$ cat config.mk
export PLATFORM = sky130hd
export DESIGN_NAME = spi_reg_port
export DESIGN_NICKNAME = d
export VERILOG_FILES = /design/src/rtl/spi_reg_pkg.sv /design/src/rtl/spi_pin_sync.sv /design/src/rtl/spi_reg_bank.sv /design/src/rtl/spi_frame_ctrl.sv /design/src/rtl/spi_reg_port.sv
export SDC_FILE = /design/constraint.sdc
export NUM_CORES = 2
export LEC_CHECK = 0
export BUFFER_PORTS_ARGS = -buffer_cell sky130_fd_sc_hd__buf_2
export CORE_AREA = 4 4 234 465
export CTS_BUF_LIST = sky130_fd_sc_hd__clkbuf_2 sky130_fd_sc_hd__clkbuf_4 sky130_fd_sc_hd__clkbuf_8
export CTS_CLUSTER_DIAMETER = 100
export DETAILED_ROUTE_END_ITERATION = 10
export DIE_AREA = 0 0 238 469
export GPL_ROUTABILITY_DRIVEN = 0
export PLACE_DENSITY = 0.68
export SLEW_MARGIN = 15
export SYNTH_ARGS = -nofsm -noshare
export SYNTH_HDL_FRONTEND = slang
export SYNTH_SLANG_ARGS = --single-unit
$ cat constraint.sdc
create_clock -name clk -period 6.6 [get_ports clk]
set_input_delay 0.66 -clock clk [delete_from_list [all_inputs] [get_ports clk]]
set_output_delay 0.66 -clock clk [all_outputs]
set_load 0.03 [all_outputs]
$ cat src/rtl/spi_reg_pkg.sv
// Package: shared sizes, opcodes and the transfer phase type for the
// SPI register access port. Assumes an 8-bit command and data byte.
package spi_reg_pkg;
    localparam int ADDR_W = 7;
    localparam int DATA_W = 8;
    localparam int NUM_REGS = 1 << ADDR_W;

    localparam logic [DATA_W-1:0] OPC_READ  = 8'h03;
    localparam logic [DATA_W-1:0] OPC_WRITE = 8'h02;

    typedef enum logic [2:0] {
        PH_CMD,
        PH_ADDR_RD,
        PH_ADDR_WR,
        PH_READ,
        PH_WRITE,
        PH_IGNORE
    } phase_t;
endpackage

$ cat src/rtl/spi_pin_sync.sv
// Module: spi_pin_sync
// Brings asynchronous serial pins into the clk domain through a chain of
// flops. It gives the synchronised value and a copy delayed by one more
// cycle, which the caller uses for edge detection.
// Assumes each pin stays stable for several clk cycles.
module spi_pin_sync #(
    parameter int WIDTH = 3,
    parameter int STAGES = 2,
    parameter logic [WIDTH-1:0] RESET_VAL = '0
) (
    input  logic             clk,
    input  logic             rst_n,
    input  logic [WIDTH-1:0] pin_i,
    output logic [WIDTH-1:0] sync_o,
    output logic [WIDTH-1:0] prev_o
);
    logic [WIDTH-1:0] chain_q [STAGES+1];

    // Purpose: first synchroniser flop captures the raw pins.
    always_ff @(posedge clk) begin
        if (!rst_n) chain_q[0] <= RESET_VAL;
        else        chain_q[0] <= pin_i;
    end

    generate
        for (genvar s = 1; s <= STAGES; s++) begin : g_stage
            // Purpose: each later stage resolves metastability or delays for edges.
            always_ff @(posedge clk) begin
                if (!rst_n) chain_q[s] <= RESET_VAL;
                else        chain_q[s] <= chain_q[s-1];
            end
        end
    endgenerate

    assign sync_o = chain_q[STAGES-1];
    assign prev_o = chain_q[STAGES];
endmodule

$ cat src/rtl/spi_reg_bank.sv
// Module: spi_reg_bank
// Register file of NUM_REGS bytes. It has one synchronous write port and
// one combinational read port. Every register clears to zero in reset.
module spi_reg_bank
    import spi_reg_pkg::*;
#(
    parameter int AW = ADDR_W,
    parameter int DW = DATA_W,
    localparam int DEPTH = 1 << AW
) (
    input  logic          clk,
    input  logic          rst_n,
    input  logic          wr_en,
    input  logic [AW-1:0] wr_addr,
    input  logic [DW-1:0] wr_data,
    input  logic [AW-1:0] rd_addr,
    output logic [DW-1:0] rd_data
);
    logic [DW-1:0] mem_q [DEPTH];

    // Purpose: clear the bank in reset, otherwise store one byte per write strobe.
    always_ff @(posedge clk) begin
        if (!rst_n) begin
            for (int i = 0; i < DEPTH; i++) mem_q[i] <= '0;
        end else if (wr_en) begin
            mem_q[wr_addr] <= wr_data;
        end
    end

    assign rd_data = mem_q[rd_addr];

    // a write strobe leaves the byte in the addressed register.
    p_write_lands_r4: assert property (@(posedge clk) disable iff (!rst_n)
        wr_en |=> mem_q[$past(wr_addr)] == $past(wr_data));
endmodule

$ cat src/rtl/spi_frame_ctrl.sv
// Module: spi_frame_ctrl
// Frame engine. It counts bits, assembles bytes, decodes the opcode,
// loads and advances the address counter, makes write strobes and
// shifts read data out. Its inputs are synchronised pins and one-cycle
// SCK edge pulses. It assumes at most one edge pulse per clk cycle.
module spi_frame_ctrl
    import spi_reg_pkg::*;
#(
    parameter int AW = ADDR_W,
    parameter int DW = DATA_W,
    localparam int CNT_W = $clog2(DW),
    localparam logic [CNT_W-1:0] LAST_BIT = CNT_W'(DW - 1)
) (
    input  logic          clk,
    input  logic          rst_n,
    input  logic          sel_act,
    input  logic          sck_rise,
    input  logic          sck_fall,
    input  logic          mosi_s,
    input  logic [DW-1:0] rd_data,
    output logic [AW-1:0] reg_addr,
    output logic          wr_en,
    output logic [DW-1:0] wr_data,
    output logic          miso_bit
);
    phase_t           phase_q;
    logic [CNT_W-1:0] bit_cnt_q;
    logic [DW-2:0]    rx_q;
    logic [AW-1:0]    addr_q;
    logic [DW-1:0]    tx_q;
    logic [DW-1:0]    rx_byte;
    logic             byte_done;

    assign rx_byte   = {rx_q, mosi_s};
    assign byte_done = sel_act && sck_rise && (bit_cnt_q == LAST_BIT);

    // Purpose: bit counting, byte assembly, phase sequencing and address counting.
    always_ff @(posedge clk) begin
        if (!rst_n) begin
            phase_q   <= PH_CMD;
            bit_cnt_q <= '0;
            rx_q      <= '0;
            addr_q    <= '0;
        end else if (!sel_act) begin
            phase_q   <= PH_CMD;
            bit_cnt_q <= '0;
        end else if (sck_rise) begin
            bit_cnt_q <= bit_cnt_q + 1'b1;
            rx_q      <= rx_byte[DW-2:0];
            if (bit_cnt_q == LAST_BIT) begin
                unique case (phase_q)
                    PH_CMD: begin
                        if (rx_byte == OPC_READ)       phase_q <= PH_ADDR_RD;
                        else if (rx_byte == OPC_WRITE) phase_q <= PH_ADDR_WR;
                        else                           phase_q <= PH_IGNORE;
                    end
                    PH_ADDR_RD: begin
                        addr_q  <= rx_byte[AW-1:0];
                        phase_q <= PH_READ;
                    end
                    PH_ADDR_WR: begin
                        addr_q  <= rx_byte[AW-1:0];
                        phase_q <= PH_WRITE;
                    end
                    PH_READ, PH_WRITE: addr_q <= addr_q + 1'b1;
                    default: phase_q <= PH_IGNORE;
                endcase
            end
        end
    end

    // Purpose: load a read byte at each byte boundary and shift on falling SCK.
    always_ff @(posedge clk) begin
        if (!rst_n) begin
            tx_q <= '0;
        end else if (sck_fall) begin
            if (phase_q == PH_READ && bit_cnt_q == '0) tx_q <= rd_data;
            else                                       tx_q <= {tx_q[DW-2:0], 1'b0};
        end
    end

    assign reg_addr = addr_q;
    assign wr_en    = byte_done && (phase_q == PH_WRITE);
    assign wr_data  = rx_byte;
    assign miso_bit = tx_q[DW-1];

    // the outgoing shift register moves only after a falling SCK edge.
    p_tx_stable_r2: assert property (@(posedge clk) disable iff (!rst_n)
        !sck_fall |=> $stable(tx_q));
    // a burst step from the top register lands on register 0.
    p_addr_wrap_r7: assert property (@(posedge clk) disable iff (!rst_n)
        (byte_done && (phase_q == PH_READ || phase_q == PH_WRITE) && (&addr_q))
        |=> addr_q == '0);
    // once an unknown opcode is seen, no write strobe appears.
    p_ignore_no_write_r8: assert property (@(posedge clk) disable iff (!rst_n)
        (phase_q == PH_IGNORE) |-> !wr_en);
    // after select is released the frame restarts at a command byte.
    p_restart_r9: assert property (@(posedge clk) disable iff (!rst_n)
        !sel_act |=> (phase_q == PH_CMD && bit_cnt_q == '0));
endmodule

$ cat src/rtl/spi_reg_port.sv
// Module: spi_reg_port (top)
// An SPI mode 0 slave that gives read and write access, with burst
// auto-increment, to a bank of byte registers. It assumes SCK runs at
// least several times slower than clk.
module spi_reg_port
    import spi_reg_pkg::*;
#(
    parameter int AW = ADDR_W,
    parameter int DW = DATA_W,
    parameter int SYNC_STAGES = 2
) (
    input  logic clk,
    input  logic rst_n,
    input  logic spi_sck,
    input  logic spi_cs_n,
    input  logic spi_mosi,
    output logic spi_miso,
    output logic spi_miso_oe
);
    logic [2:0]    pins_s, pins_p;
    logic          sck_rise, sck_fall, sel_act;
    logic [AW-1:0] reg_addr;
    logic          wr_en;
    logic [DW-1:0] wr_data, rd_data;
    logic          miso_bit;

    spi_pin_sync #(
        .WIDTH(3), .STAGES(SYNC_STAGES), .RESET_VAL(3'b010)
    ) u_sync (
        .clk(clk), .rst_n(rst_n),
        .pin_i({spi_mosi, spi_cs_n, spi_sck}),
        .sync_o(pins_s), .prev_o(pins_p)
    );

    assign sck_rise = pins_s[0] & ~pins_p[0];
    assign sck_fall = ~pins_s[0] & pins_p[0];
    assign sel_act  = ~pins_s[1];

    spi_frame_ctrl #(.AW(AW), .DW(DW)) u_ctrl (
        .clk(clk), .rst_n(rst_n), .sel_act(sel_act),
        .sck_rise(sck_rise), .sck_fall(sck_fall), .mosi_s(pins_s[2]),
        .rd_data(rd_data), .reg_addr(reg_addr), .wr_en(wr_en),
        .wr_data(wr_data), .miso_bit(miso_bit)
    );

    spi_reg_bank #(.AW(AW), .DW(DW)) u_bank (
        .clk(clk), .rst_n(rst_n), .wr_en(wr_en), .wr_addr(reg_addr),
        .wr_data(wr_data), .rd_addr(reg_addr), .rd_data(rd_data)
    );

    assign spi_miso_oe = ~spi_cs_n;
    assign spi_miso    = spi_miso_oe & miso_bit;

    // the pad is never driven while select is high.
    p_oe_off_r10: assert property (@(posedge clk) disable iff (!rst_n)
        spi_cs_n |-> (!spi_miso_oe && !spi_miso));
endmodule

==> out/qor.txt <==
met1 routing resource usage after global routing - 25.09%
Routed Antenna Nets - 0
pin count of the biggest net entering global routing - 157
number of design-rule violations left by the first detailed-router iteration - 2,706
slew at the pin closest to its max-slew limit - 1.371 ns
number of warning messages in the yosys log - 0
maximum buffer depth of the clock tree - 3
via count of the first global-routing pass - 29.82k
Main synth FF type - edfxtp_1
# clock sinks - 1,066
main area contributors after synthesis - edfxtp_1 62%, and2_1 12%, mux4_2 9.6%
total iterations of the first detailed-routing run - 7
ratio of cells with drive above 1 in the final layout - 16.66%
portion of the clock cycle consumed by the worst path in the final layout - 62.48%
unrepaired setup endpoints after global routing - no
peak fanout along the critical path - 24
number of input and output port buffers inserted - 6
CTS tree - done
grt total ovfl - 0
met3 Track Usage GR - 3.703%
via total after detailed routing - 29.27k
Arrival @ worst endpoint - 4.54 ns
# fillers - 8,663
Worst Setup Start Kind - register
outcome - finished clean
Final HPWL DP - 95,100 µm
detailed-route vias per instance - 6.028
count of final setup violators - 0
NumNets Final - 3,391
setup TNS - 0 ns
time the final worst path needs with I/O delays and setup - 4.124 ns
setup fix buffers added after clock tree synthesis - 0
met2 capacity usage during global routing - 46.86%
routed length per placed instance - 29.24 µm
count of standard-cell rows - 168
clock tree root driver cell - clkbuf_8
CP required - 7.02 ns
part of the Yosys area used for sequential elements - 64.13%
top cell type by total area after synthesis - edfxtp_1
Final Total Pwr - 0.01305 W
H-tree levels - 4
area share of the largest cell type after synthesis - 62.43%
fraction of registers with async set/reset - 0%
sort of element at the end of the critical path - register
Total GRT Usage - 25.28%
clock slew at reported path FFs - 0.07 ns
slew margin rel. - 6.263%
areal power density over the cells - 245.7 mW/mm²
clock latency at the later pin of the worst-skew pair - 0.81 ns
Max-cap violations - 0
ports placed on the boundary - 7
net count after synthesis - 3,477
HP Class - input port to register
mean cell area of the mapped netlist - 14.20 µm²
final worst clock skew - 0.02971 ns
maximum frequency from static timing analysis - 242.5 MHz
overall routed net length - 142,000 µm
number of antenna violations at the first check in global routing - 2
starting utilization of the core area - 46.96%
count of state elements after synthesis - 1,066
width of the die - 238 µm
Leakage Power - 17.39 nW
synthesis-to-finish area growth - 7.801%
WS Path Type - register to register
most frequent cells in the layout - 1,024 x edfxtp_1, 913 x and2_1, 210 x mux4_2, 150 x clkbuf_8, 148 x nor2_1
count of final hold-check violations - 0
post-CTS resize count - 0
hold buffers post-CTS - 0
Max VDD drop - 0.1500 mV
Post-route DRC - 0
Mapped Cells - 3,468
number of clock buffers inserted by TritonCTS - 140
synthesized cell area - 0.04926 mm²
height of the die - 469 µm
number of enable flip-flop cells after synthesis - 1,024
wire length of the first global-routing pass - 204,000 µm
final count of pins violating max slew - 0
full die area - 0.1116 mm²
busiest layer in global routing - met2
number of unique standard cell types used by synthesis - 62
core footprint - 0.1049 mm²
commonest non-fill, non-tap cell in the layout - edfxtp_1
[worst max-delay path: stages, from the launching register on]
cell,delay (ns)
dfxtp_1,0.36
ha_1,0.16
ha_1,0.18
nand3b_1,0.16
or3_1,0.54
nor3b_2,0.67
nand3_2,0.55
o21ai_0,1.09
[registers in the layout, summed over array words and instances, names as in the netlist, named ones only]
name and count:
u_ctrl.reg_addr 7, u_ctrl.bit_cnt_q 3, u_ctrl.phase_q 3, u_ctrl.rx_q 7
u_sync.chain_q 7, u_bank.mem_q 1024, u_ctrl.tx_q 8
[synth_stat cells, types with 42 or more instances]
| library cell | count |
|---|---|
| buf_2 | 49 |
| clkbuf_1 | 216 |
| o22ai_1 | 59 |
| and2_1 | 913 |
| edfxtp_1 | 1024 |
| o21ai_0 | 152 |
| mux4_2 | 210 |
| nand2_1 | 71 |
| nor3_1 | 126 |
| mux2i_1 | 112 |
| dfxtp_1 | 42 |
| nor2_1 | 150 |
[logic make-up (layout without fill, tap and decap cells)]
group	count (synthesis)	after routing	synth area share (%)
other cells	0	2	0
simple gates	1419	1419	16.76
xor+xnor	1	1	0.01778
buf+inv	311	336	2.746
fa+ha+maj	4	4	0.1016
flops	1066	1066	64.13
compound gates	343	343	4.316
mux	324	324	11.92
[worst paths after layout]
check,endpoint,cells after the start,from,slack (ns)
max,u_bank.mem_q[108][0]$_SDFFCE_PN0P_,7,u_ctrl.bit_cnt_q[1]$_SDFFE_PP0N_,2.48
min,u_sync.chain_q[0][1]$_SDFF_PN1_,3,spi_cs_n,0.09
max reg2reg,u_bank.mem_q[108][0]$_SDFFCE_PN0P_,7,u_ctrl.bit_cnt_q[1]$_SDFFE_PP0N_,2.48
min reg2reg,u_sync.chain_q[1][0]$_SDFF_PN0_,1,u_sync.chain_q[0][0]$_SDFF_PN0_,0.47
[metrics by stage]
stage                     setup WS, ns  cells  hold slack [ns]  cell area [µm²]  util, %
final                            2.476   4855          0.09211            53100    50.62
after global routing             2.263   4854          0.07383            53100    50.62
after CTS                        2.520   4853          0.03145            53090    50.61
after detailed placement         2.379   4600           0.4445            50310    47.96
after global placement           2.481   4600           0.4616            50310    47.96
after floorplan                  3.531   3468           0.3863            49260        -
[power breakdown]
part	internal (W)	switching [W]	total, W	leakage [nW]
registers	0.00765	0.000113	0.00776	10.6
logic	0.0000977	0.000233	0.000330	5.34
clock network	0.00249	0.00247	0.00496	1.45
[metal layers]
| metal | vias to the layer above | routed length, µm |
|---|---|---|
| met5 | - | 0 |
| met4 | 0 | 13910 |
| met3 | 463 | 8286 |
| met2 | 1403 | 75890 |
| met1 | 14700 | 43870 |
| li1 | 12700 | - |
[cell type report]
class                   instances  area, µm²  share of cell area, %
repair buffers                 74      605.6                  1.140
clock inverters                71      474.2                 0.8930
multi-input cells            2091      16350                  30.79
clock buffers                 182       2305                  4.340
diodes                          2      5.005               0.009425
inverters                       9      36.28                0.06833
flip-flops and latches       1066      31630                  59.56
well taps                    1360       1702                  3.205
No activity file was read; power rests on OpenSTA's default activity.
